==> src/rtl/smm_pkg.sv <==
package smm_pkg;
   typedef enum logic [1:0] {
      RT_RAM   = 2'd0,
      RT_PCI   = 2'd1,
      RT_BHOLE = 2'd2
   } route_t;

   // control byte fields
   localparam int CB_OPEN   = 6;
   localparam int CB_CLOSED = 5;
   localparam int CB_LOCK   = 4;
   localparam int CB_GEN    = 3;
   localparam logic [7:0] CB_FIXED  = 8'h02;
   localparam logic [7:0] CB_WM     = 8'h78;
   localparam logic [7:0] CB_WM_LCK = 8'h20;

   // extended byte fields
   localparam int XB_HIGH = 7;
   localparam int XB_SZ_L = 1;
   localparam int XB_TEN  = 0;
   localparam logic [7:0] XB_WM     = 8'h87;
   localparam logic [7:0] XB_WM_LCK = 8'h00;

   // register selects
   localparam logic [1:0] SEL_CTL = 2'd0;
   localparam logic [1:0] SEL_EXT = 2'd1;
   localparam logic [1:0] SEL_QRY = 2'd2;
endpackage

==> src/rtl/smm_cfg_regs.sv <==
module smm_cfg_regs
   import smm_pkg::*;
#(
   parameter int          QW     = 16,
   parameter int          EXT_MB = 16,
   parameter logic [15:0] QCODE  = 16'hFFFF
) (
   input  logic          clk,
   input  logic          rst_n,
   input  logic          we,
   input  logic [1:0]    sel,
   input  logic [QW-1:0] wdata,
   output logic [7:0]    ctl,
   output logic [7:0]    ext,
   output logic [QW-1:0] qry
);
   logic       locked;
   logic [7:0] cmask, xmask, ctl_nx;

   assign locked = ctl[CB_LOCK];
   assign cmask  = locked ? CB_WM_LCK : CB_WM;
   assign xmask  = locked ? XB_WM_LCK : XB_WM;

   always_comb begin
      ctl_nx = (ctl & ~cmask) | (wdata[7:0] & cmask);
      if (ctl_nx[CB_LOCK]) ctl_nx[CB_OPEN] = 1'b0;
   end

   always_ff @(posedge clk or negedge rst_n) begin
      if (!rst_n) begin
         ctl <= CB_FIXED;
         ext <= 8'h00;
      end else if (we) begin
         if (sel == SEL_CTL) ctl <= ctl_nx;
         if (sel == SEL_EXT) ext <= (ext & ~xmask) | (wdata[7:0] & xmask);
      end
   end

   generate
      if (EXT_MB > 0) begin : g_query
         localparam logic [QW-1:0] QC  = QW'(QCODE);
         localparam logic [QW-1:0] EMB = QW'(EXT_MB);
         always_ff @(posedge clk or negedge rst_n) begin
            if (!rst_n)
               qry <= QC;
            else if (we && sel == SEL_QRY)
               qry <= (wdata == QC) ? EMB : wdata;
         end
      end else begin : g_noquery
         assign qry = '0;
      end
   endgenerate
endmodule

==> src/rtl/smm_tseg_calc.sv <==
module smm_tseg_calc
   import smm_pkg::*;
#(
   parameter int AW      = 32,
   parameter int EXT_MB  = 16,
   parameter int SZ0_MB  = 1,
   parameter int SZ1_MB  = 2,
   parameter int SZ2_MB  = 8
) (
   input  logic [7:0]    ext,
   input  logic [AW-1:0] tolm,
   output logic          ts_on,
   output logic [AW-1:0] ts_base
);
   localparam int MB_SH = 20;
   logic [AW-1:0] mb;

   always_comb begin
      unique case (ext[XB_SZ_L +: 2])
         2'd0:    mb = AW'(SZ0_MB);
         2'd1:    mb = AW'(SZ1_MB);
         2'd2:    mb = AW'(SZ2_MB);
         default: mb = AW'(EXT_MB);
      endcase
      if (!ext[XB_TEN]) mb = '0;
   end

   assign ts_on   = (mb != '0);
   assign ts_base = tolm - (mb << MB_SH);
endmodule

==> src/rtl/smm_route.sv <==
module smm_route
   import smm_pkg::*;
#(
   parameter int            AW       = 32,
   parameter int            DW       = 32,
   parameter logic [31:0]   LEG_BASE = 32'h000A_0000,
   parameter logic [31:0]   WIN_SIZE = 32'h0002_0000,
   parameter logic [31:0]   HI_BASE  = 32'hFEDA_0000
) (
   input  logic [7:0]    ctl,
   input  logic [7:0]    ext,
   input  logic          ts_on,
   input  logic [AW-1:0] ts_base,
   input  logic [AW-1:0] tolm,
   input  logic [AW-1:0] addr,
   input  logic          smm,
   input  logic          wr,
   output logic [1:0]    route,
   output logic [AW-1:0] ram_addr,
   output logic          ram_we,
   output logic [DW-1:0] rd_data
);
   localparam logic [AW-1:0] LB = AW'(LEG_BASE);
   localparam logic [AW-1:0] LE = AW'(LEG_BASE + WIN_SIZE);
   localparam logic [AW-1:0] HB = AW'(HI_BASE);
   localparam logic [AW-1:0] HE = AW'(HI_BASE + WIN_SIZE);

   logic          in_leg, in_hi, in_ts, opn, hen, gen;
   logic [AW-1:0] hi_map;
   route_t        ns_rt, sm_rt, rt;
   logic [AW-1:0] ns_ad, sm_ad;

   assign opn    = ctl[CB_OPEN];
   assign gen    = ctl[CB_GEN];
   assign hen    = ext[XB_HIGH];
   assign in_leg = (addr >= LB) && (addr < LE);
   assign in_hi  = (addr >= HB) && (addr < HE);
   assign in_ts  = ts_on && (addr >= ts_base) && (addr < tolm);
   assign hi_map = addr - HB + LB;

   always_comb begin
      ns_rt = (addr < tolm) ? RT_RAM : RT_PCI;
      ns_ad = addr;
      if (in_hi && opn && hen) begin
         ns_rt = RT_RAM;
         ns_ad = hi_map;
      end else if (in_leg) begin
         ns_rt = (opn && !hen) ? RT_RAM : RT_PCI;
      end else if (in_ts) begin
         ns_rt = RT_BHOLE;
      end

      sm_rt = ns_rt;
      sm_ad = ns_ad;
      if (gen && !hen && in_leg) begin
         sm_rt = RT_RAM;
         sm_ad = addr;
      end else if (gen && hen && in_hi) begin
         sm_rt = RT_RAM;
         sm_ad = hi_map;
      end else if (in_ts) begin
         sm_rt = RT_RAM;
         sm_ad = addr;
      end

      rt       = smm ? sm_rt : ns_rt;
      ram_addr = smm ? sm_ad : ns_ad;
   end

   assign route   = rt;
   assign ram_we  = wr && (rt == RT_RAM);
   assign rd_data = (rt == RT_BHOLE) ? '1 : '0;
endmodule

==> src/rtl/smm_guard.sv <==
module smm_guard
   import smm_pkg::*;
#(
   parameter int          AW     = 32,
   parameter int          DW     = 32,
   parameter int          QW     = 16,
   parameter int          EXT_MB = 16,
   parameter int          EXT_MAX = 4095,
   parameter logic [15:0] QCODE  = 16'hFFFF
) (
   input  logic          clk,
   input  logic          rst_n,
   input  logic          cfg_we,
   input  logic [1:0]    cfg_sel,
   input  logic [QW-1:0] cfg_wdata,
   output logic [7:0]    ctl_q,
   output logic [7:0]    ext_q,
   output logic [QW-1:0] qry_q,
   input  logic [AW-1:0] tolm,
   input  logic [AW-1:0] req_addr,
   input  logic          req_smm,
   input  logic          req_wr,
   output logic [1:0]    route,
   output logic [AW-1:0] ram_addr,
   output logic          ram_we,
   output logic [DW-1:0] rd_data
);
   generate
      if (EXT_MB < 0 || EXT_MB > EXT_MAX) begin : g_bad_ext
         $error("smm_guard: EXT_MB out of range");
      end
      if (AW != 32) begin : g_bad_aw
         $error("smm_guard: window constants need AW of 32");
      end
      if (QW < 16) begin : g_bad_qw
         $error("smm_guard: query word must be at least 16 bits");
      end
   endgenerate

   logic          ts_on;
   logic [AW-1:0] ts_base;

   smm_cfg_regs #(.QW(QW), .EXT_MB(EXT_MB), .QCODE(QCODE)) u_regs (
      .clk(clk), .rst_n(rst_n), .we(cfg_we), .sel(cfg_sel), .wdata(cfg_wdata),
      .ctl(ctl_q), .ext(ext_q), .qry(qry_q)
   );

   smm_tseg_calc #(.AW(AW), .EXT_MB(EXT_MB)) u_tseg (
      .ext(ext_q), .tolm(tolm), .ts_on(ts_on), .ts_base(ts_base)
   );

   smm_route #(.AW(AW), .DW(DW)) u_route (
      .ctl(ctl_q), .ext(ext_q), .ts_on(ts_on), .ts_base(ts_base), .tolm(tolm),
      .addr(req_addr), .smm(req_smm), .wr(req_wr),
      .route(route), .ram_addr(ram_addr), .ram_we(ram_we), .rd_data(rd_data)
   );
endmodule

==> config.mk <==
export PLATFORM = sky130hd
export DESIGN_NAME = smm_guard
export DESIGN_NICKNAME = d
export VERILOG_FILES = /design/src/rtl/smm_pkg.sv /design/src/rtl/smm_cfg_regs.sv /design/src/rtl/smm_tseg_calc.sv /design/src/rtl/smm_route.sv /design/src/rtl/smm_guard.sv
export SDC_FILE = /design/constraint.sdc
export NUM_CORES = 1
export LEC_CHECK = 0
export CORE_MARGIN = 2
export CORE_UTILIZATION = 32
export DETAILED_ROUTE_END_ITERATION = 16
export GPL_TIMING_DRIVEN = 0
export PLACE_DENSITY = 0.68
export SYNTH_ARGS = -nofsm -noshare
export SYNTH_HDL_FRONTEND = slang
export SYNTH_SLANG_ARGS = --single-unit
==> constraint.sdc <==
create_clock -name clk -period 13.1 [get_ports clk]
set_input_delay 1.965 -clock clk [delete_from_list [all_inputs] [get_ports clk]]
set_output_delay 1.965 -clock clk [all_outputs]
set_load 0.005 [all_outputs]
==> flow_summary.ini <==
[worst_setup_path]
endpoint_kind = output pin
regToRegStartpoint = u_regs.ctl[4]$_DFFE_PN0P_
cp_max_fo = 14
r2r_slack_ns = 11.63
worstPathRequired_ns = 11.14
start_kind = primary input
worst-setup-path-type = in -> out
arrival_ns = 7.07
crit_start = tolm[21]
r2r_cells = 2

[logic_synthesis]
syn_inst = 402
netlist_area_mm2 = 0.00336
async_reset_ff_share_pct = 100
ys_types = 59
synth_edf_count = 0
ys_ff_latch = 24
ys_warn_count = 0
syn_area_per_cell_um2 = 8.37
seq_area_frac_synth_pct = 18.4
ys.flop_type = dfstp_2

[global_routing]
grt_pass1_wl_um = 16900
grt_max_degree = 25
overflow = 0
antenna_found_initial = 0
grt_pass1_vias = 3564
grt_use_total_pct = 18.0

[routing]
drc_errors = 0
drt-vias-per-instance = 4.91
drtIter0Drc = 92
wl_um = 10600
wl_per_cell_um = 14.6
num_vias = 3566
ant_nets = 0
dr.pass1.iters = 4

[sta]
setup_viol = 0
fin_skew_ns = 0.00290
timing.final.crit_share_pct = 68.9
tightest_slew_ns = 1.03
grt_setup_unrepaired = false
fin_tns_setup_ns = 0
fmax_mhz = 111
slew_headroom_pct = 30.9
hold_viol_final = 0
final-max-slew-violation-count = 0
period_minus_slack_ns = 9.03

[floorplan]
die_w_um = 107
boundaryPins = 186
row_count = 37
die-area_mm2 = 0.0113
initial_core_util_pct = 32.7
fp.coreArea_mm2 = 0.0103
die_h_um = 107

[layout]
n_antenna_cell = 0
fin_util_pct = 52.6
area_growth_pct = 60.7
finalNetCount = 731
drive_gt1_share_pct = 16.9

[hold_path]
holdPathStages = 2
hold_path.class = reg -> reg
hold_start = u_regs.qry[4]$_DFFE_PN1P_
hold_end = u_regs.qry[4]$_DFFE_PN1P_

[power_and_ir_drop]
power_density_mw_per_mm2 = 69.7
leakage_uw = 0.00242
vdd_drop_max_mv = 0.0572

[cts]
clock_sinks = 24
cts_setup_buffers = 0
ctsHtreeMaxLevel = 1
cts_buffer_depth = 2
cts_tree = built
insertion_delay_ns = 0.26
post_cts_resized = 0
postCtsHoldBufs = 0
cts_buffers = 3
cts.clk_slew.worst_paths_ns = 0.08
cts_root_buffer = clkbuf_8

[place]
gp_congestion = 0.830
place.port_buffers = 177
place_hpwl_um = 9100

[run]
drv_cap = 0

[run_status]
outcome = complete, no violations
[report_power, final]
group | internal (uW) | switching, uW | leakage [uW]
combinational | 129 | 87.9 | 0.00213
sequential | 94.5 | 16.3 | 0.000262
clock | 26.8 | 22.3 | 0.0000288
total | 251 | 126 | 0.00242
[worst max-delay path, cell delays in order]
cell	delay (ns)
clkdlybuf4s50_1	0.49
ha_1	0.32
nor2b_1	0.14
o31a_1	0.24
o21ai_0	0.29
nand2_1	0.16
nor4_1	0.25
xnor2_1	0.11
ha_1	0.30
nand4_1	0.17
nor4_1	0.44
and3_1	0.28
a22oi_4	0.09
or2_1	0.28
nor4_2	0.60
buf_4	0.31
buf_4	0.13
clkdlybuf4s50_1	0.49
[per-stage QoR]
stage                     area (um2)  hold slack, ns  total power (uW)  setup WS, ns  cells
after floorplan                 3390           0.470               212          3.78    408
final                           5410           0.490               377          4.07    727
after global routing            5410           0.519               407          3.59    727
after detailed placement        5350           0.481               329          4.03    723
after global placement          5330           0.466               324          1.75    721
after CTS                       5410           0.495               380          4.02    727
[synth_stat cells (all sizes together) (2+ instances only)]
cell / n / area (um2)
a31o: 5 / 43.8
mux2: 5 / 56.3
nor3b: 2 / 15.0
or2: 2 / 12.5
xor2: 4 / 35.0
nor3: 7 / 35.0
a21oi: 26 / 130
a221oi: 4 / 53.8
nand3b: 3 / 22.5
o21bai: 2 / 15.0
nor2b: 2 / 12.5
dfstp: 16 / 420
and4: 6 / 55.1
nor4: 11 / 75.1
conb: 2 / 7.51
and3: 2 / 12.5
clkbuf: 2 / 7.51
a22o: 15 / 131
nand3: 12 / 60.1
nand2: 28 / 105
xnor2: 7 / 61.3
or3: 2 / 12.5
nor2: 13 / 48.8
ha: 51 / 638
inv: 44 / 165
o21ai: 16 / 87.6
a21o: 3 / 23.8
nand4: 17 / 106
nor4b: 5 / 43.8
buf: 59 / 443
dfrtp: 8 / 200
[layer usage]
layer / GRT usage, % / vias up / share of wire (%)
li1: - / 1776 / -
met1: 21.5 / 1614 / 41
met2: 33.0 / 161 / 49
met3: 3.86 / 15 / 8.8
met4: 4.08 / 0 / 1.2
met5: 0 / - / 0
[cells by family after synthesis]
group           after synthesis  share of synthesized area [%]
compound gates               84                           18.8
xor+xnor                     11                           2.86
fa+ha+maj                    52                           19.6
buf+inv                     105                           18.3
flops                        24                           18.4
mux                           5                           1.67
other cells                   2                          0.223
simple gates                119                           20.1
[layout make-up]
cell class | count | area, um2
buffer | 61 | 450
inverter | 44 | 165
sequential | 24 | 621
fill | 975 | 4870
multi-input combinational | 279 | 2160
timing repair buffer | 179 | 1790
clock buffer | 4 | 55.1
tap | 136 | 170
[cells in the final DEF (no fill, tap or decap), types with 3 or more instances in the layout]
cell and n:
xor2_1 4, clkbuf_8 4, mux2_2 5, a221oi_2 3, xnor2_1 7, o21ai_1 3
nand2_1 28, a22o_1 15, nor4_1 9, nand4_1 17, nor3_1 7, a31o_1 5
a21oi_1 26, dfrtp_1 8, o21ai_0 11, nand3_1 12, inv_1 44, conb_1 8
clkdlybuf4s50_1 177, ha_1 51, buf_4 61, and4_1 5, nor4b_1 5, nand3b_1 3
dfstp_2 16, nor2_1 13
[how the worst max path moves through the flow]
stage | slack [ns] | end
after global routing | 3.59 | rd_data[21]
after floorplan | 3.78 | rd_data[10]
after global placement | 1.75 | rd_data[0]
after CTS | 4.02 | rd_data[10]
final | 4.07 | rd_data[10]
after detailed placement | 4.03 | rd_data[10]
Note: power is estimated with default switching activity, not from simulation.
